File: src/rtl/opnd_addr_pkg.sv
// Shared types for the operand effective address generator.
// Assumes a 5-bit mode field and eight general registers.
package opnd_addr_pkg;

    typedef enum logic [3:0] {
        CLS_REG, CLS_REGREL, CLS_SPACE, CLS_MREL, CLS_IMM,
        CLS_ABS, CLS_EXT, CLS_TOS, CLS_INDEX, CLS_RSVD
    } mode_cls_e;

    typedef enum logic [1:0] {
        KIND_REG = 2'd0,
        KIND_MEM = 2'd1,
        KIND_IMM = 2'd2,
        KIND_BAD = 2'd3
    } ea_kind_e;

    typedef struct packed {
        mode_cls_e  cls;
        logic [2:0] sel;       // register number, base choice or scale
        logic       needs_ptr; // a pointer must be read from memory
    } mode_info_t;

endpackage

File: src/rtl/opnd_mode_decode.sv
// Classifies a 5-bit operand mode code.
// Purely combinational; assumes nothing about the code value.
module opnd_mode_decode
    import opnd_addr_pkg::*;
(
    input  logic [4:0] code,
    output mode_info_t info
);

    // Map the code onto a class plus its selector bits.
    always_comb begin
        info.cls       = CLS_RSVD;
        info.sel       = code[2:0];
        info.needs_ptr = 1'b0;
        case (code[4:3])
            2'b00: info.cls = CLS_REG;
            2'b01: info.cls = CLS_REGREL;
            2'b11: begin
                info.sel = {1'b0, code[1:0]};
                info.cls = code[2] ? CLS_INDEX : CLS_SPACE;
            end
            default: begin
                case (code[2:0])
                    3'b000, 3'b001, 3'b010: begin
                        info.cls       = CLS_MREL;
                        info.needs_ptr = 1'b1;
                    end
                    3'b100: info.cls = CLS_IMM;
                    3'b101: info.cls = CLS_ABS;
                    3'b110: begin
                        info.cls       = CLS_EXT;
                        info.needs_ptr = 1'b1;
                    end
                    3'b111: info.cls = CLS_TOS;
                    default: info.cls = CLS_RSVD;
                endcase
            end
        endcase
    end

endmodule

File: src/rtl/opnd_base_calc.sv
// Computes the first-step address of a (non-index) mode: either the final
// direct address or the address of a pointer to fetch, plus the stack
// pointer side effect of top-of-stack. Combinational.
// Assumes reg_val is the register chosen by info.sel and sp_cur the
// already selected stack pointer.
module opnd_base_calc
    import opnd_addr_pkg::*;
#(
    parameter int AW         = 32,
    parameter int LINK_SHIFT = 2
) (
    input  mode_info_t    info,
    input  logic [AW-1:0] reg_val,
    input  logic [AW-1:0] fp_val,
    input  logic [AW-1:0] sp_cur,
    input  logic [AW-1:0] sb_val,
    input  logic [AW-1:0] pc_val,
    input  logic [AW-1:0] link_base,
    input  logic [AW-1:0] disp_a,
    input  logic [AW-1:0] size_bytes,
    input  logic          is_write,
    output logic [AW-1:0] direct_addr,
    output logic [AW-1:0] ptr_addr,
    output logic [AW-1:0] sp_next,
    output logic          sp_touch
);

    logic [AW-1:0] space_base;

    // Choose the dedicated base register named by the low selector bits.
    always_comb begin
        case (info.sel[1:0])
            2'd0:    space_base = fp_val;
            2'd1:    space_base = sp_cur;
            2'd2:    space_base = sb_val;
            default: space_base = pc_val;
        endcase
    end

    // Form the address for each class.
    always_comb begin
        direct_addr = '0;
        ptr_addr    = '0;
        sp_next     = sp_cur;
        sp_touch    = 1'b0;
        case (info.cls)
            CLS_REGREL: direct_addr = reg_val + disp_a;
            CLS_SPACE:  direct_addr = space_base + disp_a;
            CLS_MREL:   ptr_addr    = space_base + disp_a;
            CLS_ABS:    direct_addr = disp_a;
            CLS_EXT:    ptr_addr    = link_base + (disp_a << LINK_SHIFT);
            CLS_TOS: begin
                sp_touch    = 1'b1;
                sp_next     = is_write ? sp_cur - size_bytes : sp_cur + size_bytes;
                direct_addr = is_write ? sp_cur - size_bytes : sp_cur;
            end
            default: ;
        endcase
    end

endmodule

File: src/rtl/opnd_addr_unit.sv
// Operand effective address generator, top level.
// Accepts a request on start while idle. Direct modes answer with done on
// the next cycle. Pointer modes first hold a read request until mem_ack and
// answer the cycle after. Assumes eight general registers packed in gpr_vals.
module opnd_addr_unit
    import opnd_addr_pkg::*;
#(
    parameter int AW         = 32,
    parameter int LINK_SHIFT = 2
) (
    input  logic          clk,
    input  logic          rst_n,
    input  logic          start,
    input  logic [4:0]    mode_code,
    input  logic [AW-1:0] disp_a,
    input  logic [AW-1:0] disp_b,
    input  logic [7:0]    idx_byte,
    input  logic [1:0]    size_sel,
    input  logic          is_write,
    input  logic          stk_sel,
    input  logic [8*AW-1:0] gpr_vals,
    input  logic [AW-1:0] fp_val,
    input  logic [AW-1:0] sp0_val,
    input  logic [AW-1:0] sp1_val,
    input  logic [AW-1:0] sb_val,
    input  logic [AW-1:0] pc_val,
    input  logic [AW-1:0] link_base,
    output logic          mem_req,
    output logic [AW-1:0] mem_addr,
    input  logic          mem_ack,
    input  logic [AW-1:0] mem_rdata,
    output logic          done,
    output logic [1:0]    kind,
    output logic [AW-1:0] ea,
    output logic [2:0]    reg_sel,
    output logic          sp_upd,
    output logic          sp_upd_sel,
    output logic [AW-1:0] sp_new
);

    localparam int NREGS = 8;

    typedef enum logic {ST_IDLE, ST_FETCH} state_e;

    state_e        state;
    logic [AW-1:0] regs [NREGS];
    mode_info_t    info_m, info_i, info_e;
    logic          is_idx, idx_bad, bad;
    logic [AW-1:0] idx_off, sp_cur, size_bytes;
    logic [AW-1:0] direct_addr, ptr_addr, sp_next;
    logic          sp_touch;
    logic [AW-1:0] tail;

    // Unpack the flat register bus.
    for (genvar g = 0; g < NREGS; g++) begin : g_unpack
        assign regs[g] = gpr_vals[g*AW +: AW];
    end

    opnd_mode_decode i_dec_main (.code(mode_code),      .info(info_m));
    opnd_mode_decode i_dec_idx  (.code(idx_byte[7:3]),  .info(info_i));

    // Resolve the effective base mode and legality of the request.
    always_comb begin
        is_idx  = (info_m.cls == CLS_INDEX);
        info_e  = is_idx ? info_i : info_m;
        idx_bad = is_idx && (info_i.cls == CLS_INDEX || info_i.cls == CLS_IMM ||
                             info_i.cls == CLS_REG   || info_i.cls == CLS_RSVD);
        bad     = (info_m.cls == CLS_RSVD) || idx_bad;
        idx_off = is_idx ? (regs[idx_byte[2:0]] << info_m.sel[1:0]) : '0;
    end

    // Stack pointer choice and operand size in bytes.
    always_comb begin
        sp_cur     = stk_sel ? sp1_val : sp0_val;
        size_bytes = AW'(4'd1 << size_sel);
    end

    opnd_base_calc #(.AW(AW), .LINK_SHIFT(LINK_SHIFT)) i_base (
        .info        (info_e),
        .reg_val     (regs[info_e.sel]),
        .fp_val      (fp_val),
        .sp_cur      (sp_cur),
        .sb_val      (sb_val),
        .pc_val      (pc_val),
        .link_base   (link_base),
        .disp_a      (disp_a),
        .size_bytes  (size_bytes),
        .is_write    (is_write),
        .direct_addr (direct_addr),
        .ptr_addr    (ptr_addr),
        .sp_next     (sp_next),
        .sp_touch    (sp_touch)
    );

    // Request sequencing, pointer fetch and registered result.
    always_ff @(posedge clk) begin
        if (!rst_n) begin
            state      <= ST_IDLE;
            mem_req    <= 1'b0;
            mem_addr   <= '0;
            tail       <= '0;
            done       <= 1'b0;
            kind       <= KIND_REG;
            ea         <= '0;
            reg_sel    <= '0;
            sp_upd     <= 1'b0;
            sp_upd_sel <= 1'b0;
            sp_new     <= '0;
        end else begin
            done   <= 1'b0;
            sp_upd <= 1'b0;
            case (state)
                ST_IDLE: begin
                    if (start) begin
                        if (bad) begin
                            done    <= 1'b1;
                            kind    <= KIND_BAD;
                            ea      <= '0;
                            reg_sel <= '0;
                        end else if (info_e.needs_ptr) begin
                            mem_req  <= 1'b1;
                            mem_addr <= ptr_addr;
                            tail     <= disp_b + idx_off;
                            state    <= ST_FETCH;
                        end else begin
                            done    <= 1'b1;
                            reg_sel <= '0;
                            ea      <= '0;
                            case (info_e.cls)
                                CLS_REG: begin
                                    kind    <= KIND_REG;
                                    reg_sel <= info_e.sel;
                                end
                                CLS_IMM: kind <= KIND_IMM;
                                default: begin
                                    kind       <= KIND_MEM;
                                    ea         <= direct_addr + idx_off;
                                    sp_upd     <= sp_touch;
                                    sp_new     <= sp_next;
                                    sp_upd_sel <= stk_sel;
                                end
                            endcase
                        end
                    end
                end
                default: begin
                    if (mem_ack) begin
                        mem_req <= 1'b0;
                        done    <= 1'b1;
                        kind    <= KIND_MEM;
                        ea      <= mem_rdata + tail;
                        reg_sel <= '0;
                        state   <= ST_IDLE;
                    end
                end
            endcase
        end
    end

endmodule

File: config.mk
export PLATFORM = sky130hd
export DESIGN_NAME = opnd_addr_unit
export DESIGN_NICKNAME = d
export VERILOG_FILES = /design/src/rtl/opnd_addr_pkg.sv /design/src/rtl/opnd_mode_decode.sv /design/src/rtl/opnd_base_calc.sv /design/src/rtl/opnd_addr_unit.sv
export SDC_FILE = /design/constraint.sdc
export NUM_CORES = 1
export LEC_CHECK = 0
export CELL_PAD_IN_SITES_DETAIL_PLACEMENT = 0
export CELL_PAD_IN_SITES_GLOBAL_PLACEMENT = 1
export CORE_AREA = 5 5 259 261
export DETAILED_ROUTE_END_ITERATION = 8
export DIE_AREA = 0 0 264 266
export DONT_BUFFER_PORTS = 1
export GPL_TIMING_DRIVEN = 0
export PLACE_DENSITY_LB_ADDON = 0.1
export SETUP_SLACK_MARGIN = 0.1
export SLEW_MARGIN = 20
export SYNTH_ARGS = -nofsm -noshare
export SYNTH_HDL_FRONTEND = slang
export SYNTH_SLANG_ARGS = --single-unit
File: constraint.sdc
create_clock -name clk -period 12.5 [get_ports clk]
set_input_delay 0.625 -clock clk [delete_from_list [all_inputs] [get_ports clk]]
set_output_delay 0.625 -clock clk [all_outputs]
set_load 0.03 [all_outputs]
Word-level counts from Yosys, hierarchy flattened --
Index checks and enable logic that the tools add are counted.
Storage, ports and cells: register bits 138, memories 0, memory bits (writable) 0, bits in latches 0, memory bits (read-only) 0, bits of input ports 565, logic and storage cells 151, output and inout port bits 105
Cells by class: shifts and indexed selects 2, $mul 0, add/sub/neg operators 8, $lt $le $gt $ge 2, equality and inequality tests 33, mux-type cells 61, bitwise gates (word level) 8, reduce and logical (&&, ||, !) cells 26, divide/modulo/power cells 0
Operators by type and width (count):
- $mux 32 | 15
- $add 32x32->32 | 7
- $bmux 32 s3 | 2
- $pmux 32 s4 | 1
- $pmux 32 s3 | 1
- $pmux 32 s2 | 1
- $pmux 4 s5 | 2
- $shl 1x2->32 const A | 1
- $shl 32x2->32 | 1
- $sub 32x32->32 | 1
- $eq 3x3->1 const B | 8
- $mux 3 | 8
- $pmux 4 s3 | 2
- $eq 4x3->1 const B | 5
- $mux 1 | 20
- $eq 4x4->1 const B | 4
- $reduce_or 3->1 | 4
- $mux 2 | 5
- $eq 4x2->1 const B | 2
- $ge 4x4->1 const B | 2
- $logic_not 4->1 | 2
- $mux 4 | 2
- $mux 8 | 1
- $not 3->4 | 2
- other kinds (20) | 41

Logic depth before layout (Yosys ltp) --
depth in word-level cells 18, depth in mapped cells 33

By module --
From an unflattened synthesis, not the netlist that was laid out.
Second synthesis, totals: cells, all modules 3789, area total of the unflattened synthesis 26522.9 um2
Modules (own cells, without submodules):
- opnd_addr_unit | cells an instance 2254, instances 1, seq. area each 2762.6 um2, area an instance 15765.1 um2
- opnd_base_calc | cells an instance 1503, instances 1, seq. area each 0.0 um2, area an instance 10512.6 um2
- opnd_mode_decode | cells an instance 16, instances 2, seq. area each 0.0 um2, area an instance 122.6 um2

Least setup slack after synthesis --
Ideal clock, no wire load.
path type input to register, from input stk_sel, to register ea[31], setup slack 5.356 ns, arrival 7.074 ns, stages on the path 29, setup time 0.070 ns, cells stage by stage buf_6 buf_6 buf_2 buf_1 buf_1 mux2_2 mux4_2 ha_1 fa_1 a21o_1 a21boi_0 o21ai_0 nand4_1 a21o_1 a21boi_0 o21a_1 or3_1 a32oi_1 o211ai_1 ha_1 a21o_1 a21o_1 a21oi_1 o22ai_1 a31oi_1 a21oi_1 a221oi_1 xnor3_1 a21oi_1
On the way: longest elaborated chain between the ends 10
RTL lines:
- from (decl) | line opnd_addr_unit.sv:20 | input logic stk_sel,
- $mux 32 * | line opnd_addr_unit.sv:74 | sp_cur = stk_sel ? sp1_val : sp0_val;
- $pmux 32 s3 or $sub 32x32->32 (tied branches) | line opnd_base_calc.sv:32, opnd_base_calc.sv:55
- $add 32x32->32 or $mux 32 (tied branches) | line opnd_base_calc.sv:48, opnd_base_calc.sv:55
- $pmux 32 s4 * | line opnd_base_calc.sv:46 | case (info.cls)
- $add 32x32->32 * | line opnd_addr_unit.sv:137 | ea <= direct_addr + idx_off;
- $mux 32 * | line opnd_addr_unit.sv:129 | case (info_e.cls)
- $mux 32 * | line opnd_addr_unit.sv:120 | end else if (info_e.needs_ptr) begin
- $mux 32 * | line opnd_addr_unit.sv:115 | if (bad) begin
- $mux 32 * | line opnd_addr_unit.sv:114 | if (start) begin
- $mux 32 * | line opnd_addr_unit.sv:112 | case (state)
- to (signal assigned) | line opnd_addr_unit.sv:137
- to (signal assigned) | line opnd_addr_unit.sv:151 | ea <= mem_rdata + tail;
- to (decl) | line opnd_addr_unit.sv:34 | output logic [AW-1:0] ea,
Every way passes the cells marked *; elsewhere a longest branch is shown, timed or not. The select of a mux whose other input is x is not followed. A chain may end at the register's enable or synchronous reset.

Worst setup path in the final report --
from input mode_code[4], to register ea[31]
On the way: longest elaborated chain between the ends 16
RTL lines:
- from (decl) | line opnd_addr_unit.sv:14 | input logic [4:0] mode_code,
- $eq 2x2->1 (tied with other cells) | line opnd_mode_decode.sv:15 | case (code[4:3])
- $pmux 4 s3 | line opnd_mode_decode.sv:15
- $eq 4x4->1 | line opnd_addr_unit.sv:64 | is_idx = (info_m.cls == CLS_INDEX);
- $mux 8 | line opnd_addr_unit.sv:65 | info_e = is_idx ? info_i : info_m;
- $not 3->4 (not written as such) | line opnd_addr_unit.sv:80 | .reg_val (regs[info_e.sel]),
- $bmux 32 s3 | line opnd_addr_unit.sv:80
- $mux 32 (not written as such) (2 in series) | line opnd_addr_unit.sv:80
- $add 32x32->32 | line opnd_base_calc.sv:47 | CLS_REGREL: direct_addr = reg_val + disp_a;
- $pmux 32 s4 | line opnd_base_calc.sv:46
- $add 32x32->32 | line opnd_addr_unit.sv:137
- $mux 32 | line opnd_addr_unit.sv:129
- $mux 32 | line opnd_addr_unit.sv:120
- $mux 32 | line opnd_addr_unit.sv:115
- $mux 32 | line opnd_addr_unit.sv:114
- $mux 32 | line opnd_addr_unit.sv:112
Several ways; a longest one is shown, not always the timed one. The select of a mux whose other input is x is not followed.

==> flow_metrics.py <==
metrics = {
    "yosys": {
        "synthArstFlopShare_pct": 0,
        "synth_enable_flop_cells": 0,
        "netlist_instances": 3075,
        "netlist_area_um2": 22860,
        "ys.warnings.count": 0,
        "synth.distinct_cells": 86,
        "syn_nets": 3841,
        "synth_flop_cell": "dfxtp_1",
        "synth.avg_cell_area_um2": 7.435,
        "synth-seq-cells": 138,
        "seq_area_frac_synth_pct": 12.08,
    },
    "setup_path": {
        "crit_top_cell": "a21oi_1",
        "cp.required_ns": 12.91,
        "regToRegEndpoint": "ea[28]",
        "critPathLaunchType": "input pin",
        "reg2reg_slack_ns": 8.53,
        "critPathKind": "in2reg",
        "r2r_start": "tail[0]",
        "worst_setup_path_end_kind": "flop",
        "max_stage_delay_ns": 0.86,
        "arrival_ns": 10.10,
        "cp_max_fo": 10,
        "cpMaxStageDelayCell": "mux2i_2",
        "worstRegToRegCells": 13,
    },
    "cells_and_area": {
        "final_common_cell": "nand2_1",
        "layout.nets": 3861,
        "final_cell_mix": "381 x nand2_1, 292 x nor2_1, 243 x a21oi_1",
        "synthToLayoutAreaGrowth_pct": 7.843,
        "drive_gt1_share_pct": 6.918,
    },
    "clocking": {
        "ctsResizeCount": 0,
        "clk_path_buf_depth": 2,
        "cts_tree": "done",
        "cts-root-buf": "clkbuf_16",
        "h-tree-depth": 4,
        "holdBufCountCts": 0,
        "cts_buffers": 17,
        "cts_setup_buffers": 0,
        "clkLatencyLatePin_ns": 0.48,
        "cts_sinks": 138,
        "clkTransAtPathRegs_ns": 0.08,
    },
    "floorplan": {
        "rows": 93,
        "core_um2": 64230,
        "io_pins": 670,
        "die_h_um": 266,
        "die_w_um": 264,
        "dieArea_um2": 70220,
        "initial_core_util_pct": 35.59,
    },
    "min_path": {
        "holdCritStartpoint": "mem_ack",
        "min_path_type": "in2reg",
        "hold_path_depth": 2,
        "min_to": "state",
    },
    "place": {
        "io_buffers": 0,
        "gp_congestion": 1.043,
        "hpwl_um": 121000,
    },
    "outcome": {
        "status": "finished clean",
    },
    "route": {
        "wirelength_um": 140500,
        "drt-initial-drc-count": 3095,
        "wire_per_inst_um": 35.32,
        "drc": 0,
        "vias_per_cell": 6.677,
        "dr.pass1.iters": 6,
        "vias": 26562,
        "ant_nets": 0,
    },
    "sta": {
        "tightest_slew_ns": 1.191,
        "maxSlewHeadroom_pct": 20.04,
        "fin_crit_sh_pct": 77.51,
        "setup-violations-final": 0,
        "min_period_ns": 9.688,
        "grt_setup_unrepaired": "false",
        "setup_tns_ns": 0,
        "hold_viol": 0,
        "finClkSkew_ns": 0.01904,
        "drv_slew": 0,
        "fmax_mhz": 103.2,
    },
    "global_routing": {
        "antenna_found_initial": 16,
        "grt_usage_pct": 37.47,
        "grt_max_degree": 17,
        "grt_pass1_vias": 24946,
        "grt-ovfl-total": 0,
        "grt_pass1_wl_um": 192300,
    },
    "power_and_ir_drop": {
        "leakage_nw": 9.935,
        "ir_worst_vdd_mv": 0.1009,
        "power_density_nw_per_um2": 97.76,
        "total_power_mw": 2.410,
    },
    "run": {
        "cap_viol_max_count": 0,
    },
}
[synth_stat cells, drive strengths merged (74+ instances only)]
master | n | area share (%)
nand2 | 381 | 6.3
nor2 | 292 | 4.8
a21oi | 243 | 5.3
o21ai | 217 | 4.8
ha | 193 | 11
clkbuf | 143 | 2.3
xnor2 | 141 | 5.4
dfxtp | 138 | 12
mux4 | 95 | 9.4
a21o | 93 | 3.1
inv | 83 | 1.4
nor3 | 81 | 1.8
mux2i | 75 | 3.4
nand3 | 74 | 1.7
[where the power goes]
group | switching, mW | total, mW | internal, mW | leakage, nW
logic | 0.823 | 1.28 | 0.452 | 8.49
clock network | 0.266 | 0.593 | 0.327 | 0.315
registers | 0.0743 | 0.542 | 0.468 | 1.13
total | 1.16 | 2.41 | 1.25 | 9.94
[cell type report]
cell class,count,area (µm²)
Clock buffer,17,425.4
Timing Repair Buffer,1,7.507
Inverter,84,315.3
Clock inverter,15,219.0
Fill cell,6842,39580
Buffer,178,711.9
Multi-Input combinational cell,2675,19110
Tap cell,855,1070
Sequential cell,138,2763
Antenna cell,15,37.54
[critical path: cells and delay by family]
| family | cells | cell delay (ns) |
|---|---|---|
| multiplexers | 1 | 0.86 |
| XOR/XNOR | 1 | 0.47 |
| AO/OA/AOI/OAI | 17 | 4.85 |
| buffers and inverters | 4 | 1.47 |
| adder cells (fa/ha/maj) | 3 | 1.13 |
| AND/OR/NAND/NOR | 5 | 0.67 |
[registers in the layout, indices dropped and copies added (netlist names), 2 cells and up]
register  count
reg_sel       3
kind          2
tail         32
sp_new       32
ea           32
mem_addr     32
[through the flow]
stage	hold slack, ns	cells	setup WS, ns	utilization [%]	cell area, µm²
final	0.3206	3978	2.812	38.38	24650
after global routing	0.3315	3970	2.589	38.35	24630
after CTS	0.2972	3963	2.970	38.32	24610
after detailed placement	0.4550	3931	2.487	37.32	23970
after global placement	0.4451	3930	2.234	37.26	23930
after floorplan	0.4356	3075	5.356	-	22860
[kinds of logic after synthesis]
kind of cell	after synthesis	synth area share (%)
buffers and inverters	262	4.477
AO/OA/AOI/OAI	999	28.67
XOR/XNOR	189	7.301
adder cells (fa/ha/maj)	201	11.26
AND/OR/NAND/NOR	1089	22.10
multiplexers	197	14.11
flip-flops	138	12.08
[layer usage]
| metal | up-vias | track usage [%] | part of all wire (%) | wire [µm] |
|---|---|---|---|---|
| met5 | - | 0 | 0.010 | 14 |
| met4 | 2 | 14.84 | 4.7 | 6600 |
| met3 | 249 | 10.62 | 9.8 | 13730 |
| met2 | 1536 | 61.34 | 46 | 64260 |
| met1 | 13104 | 46.85 | 40 | 55910 |
| li1 | 11671 | - | - | - |
[worst max-delay path by stage]
stage,start,endpoint,slack [ns],depth (start not counted)
6_report,mode_code[4],ea[31],2.81,31
5_1_grt,mode_code[4],ea[31],2.59,31
4_1_cts,mode_code[4],ea[31],2.97,31
3_5_place_dp,mode_code[4],ea[31],2.49,31
3_3_place_gp,mode_code[4],ea[31],2.23,31
2_1_floorplan,stk_sel,ea[31],5.36,29
No activity file was read; power rests on OpenSTA's default activity.
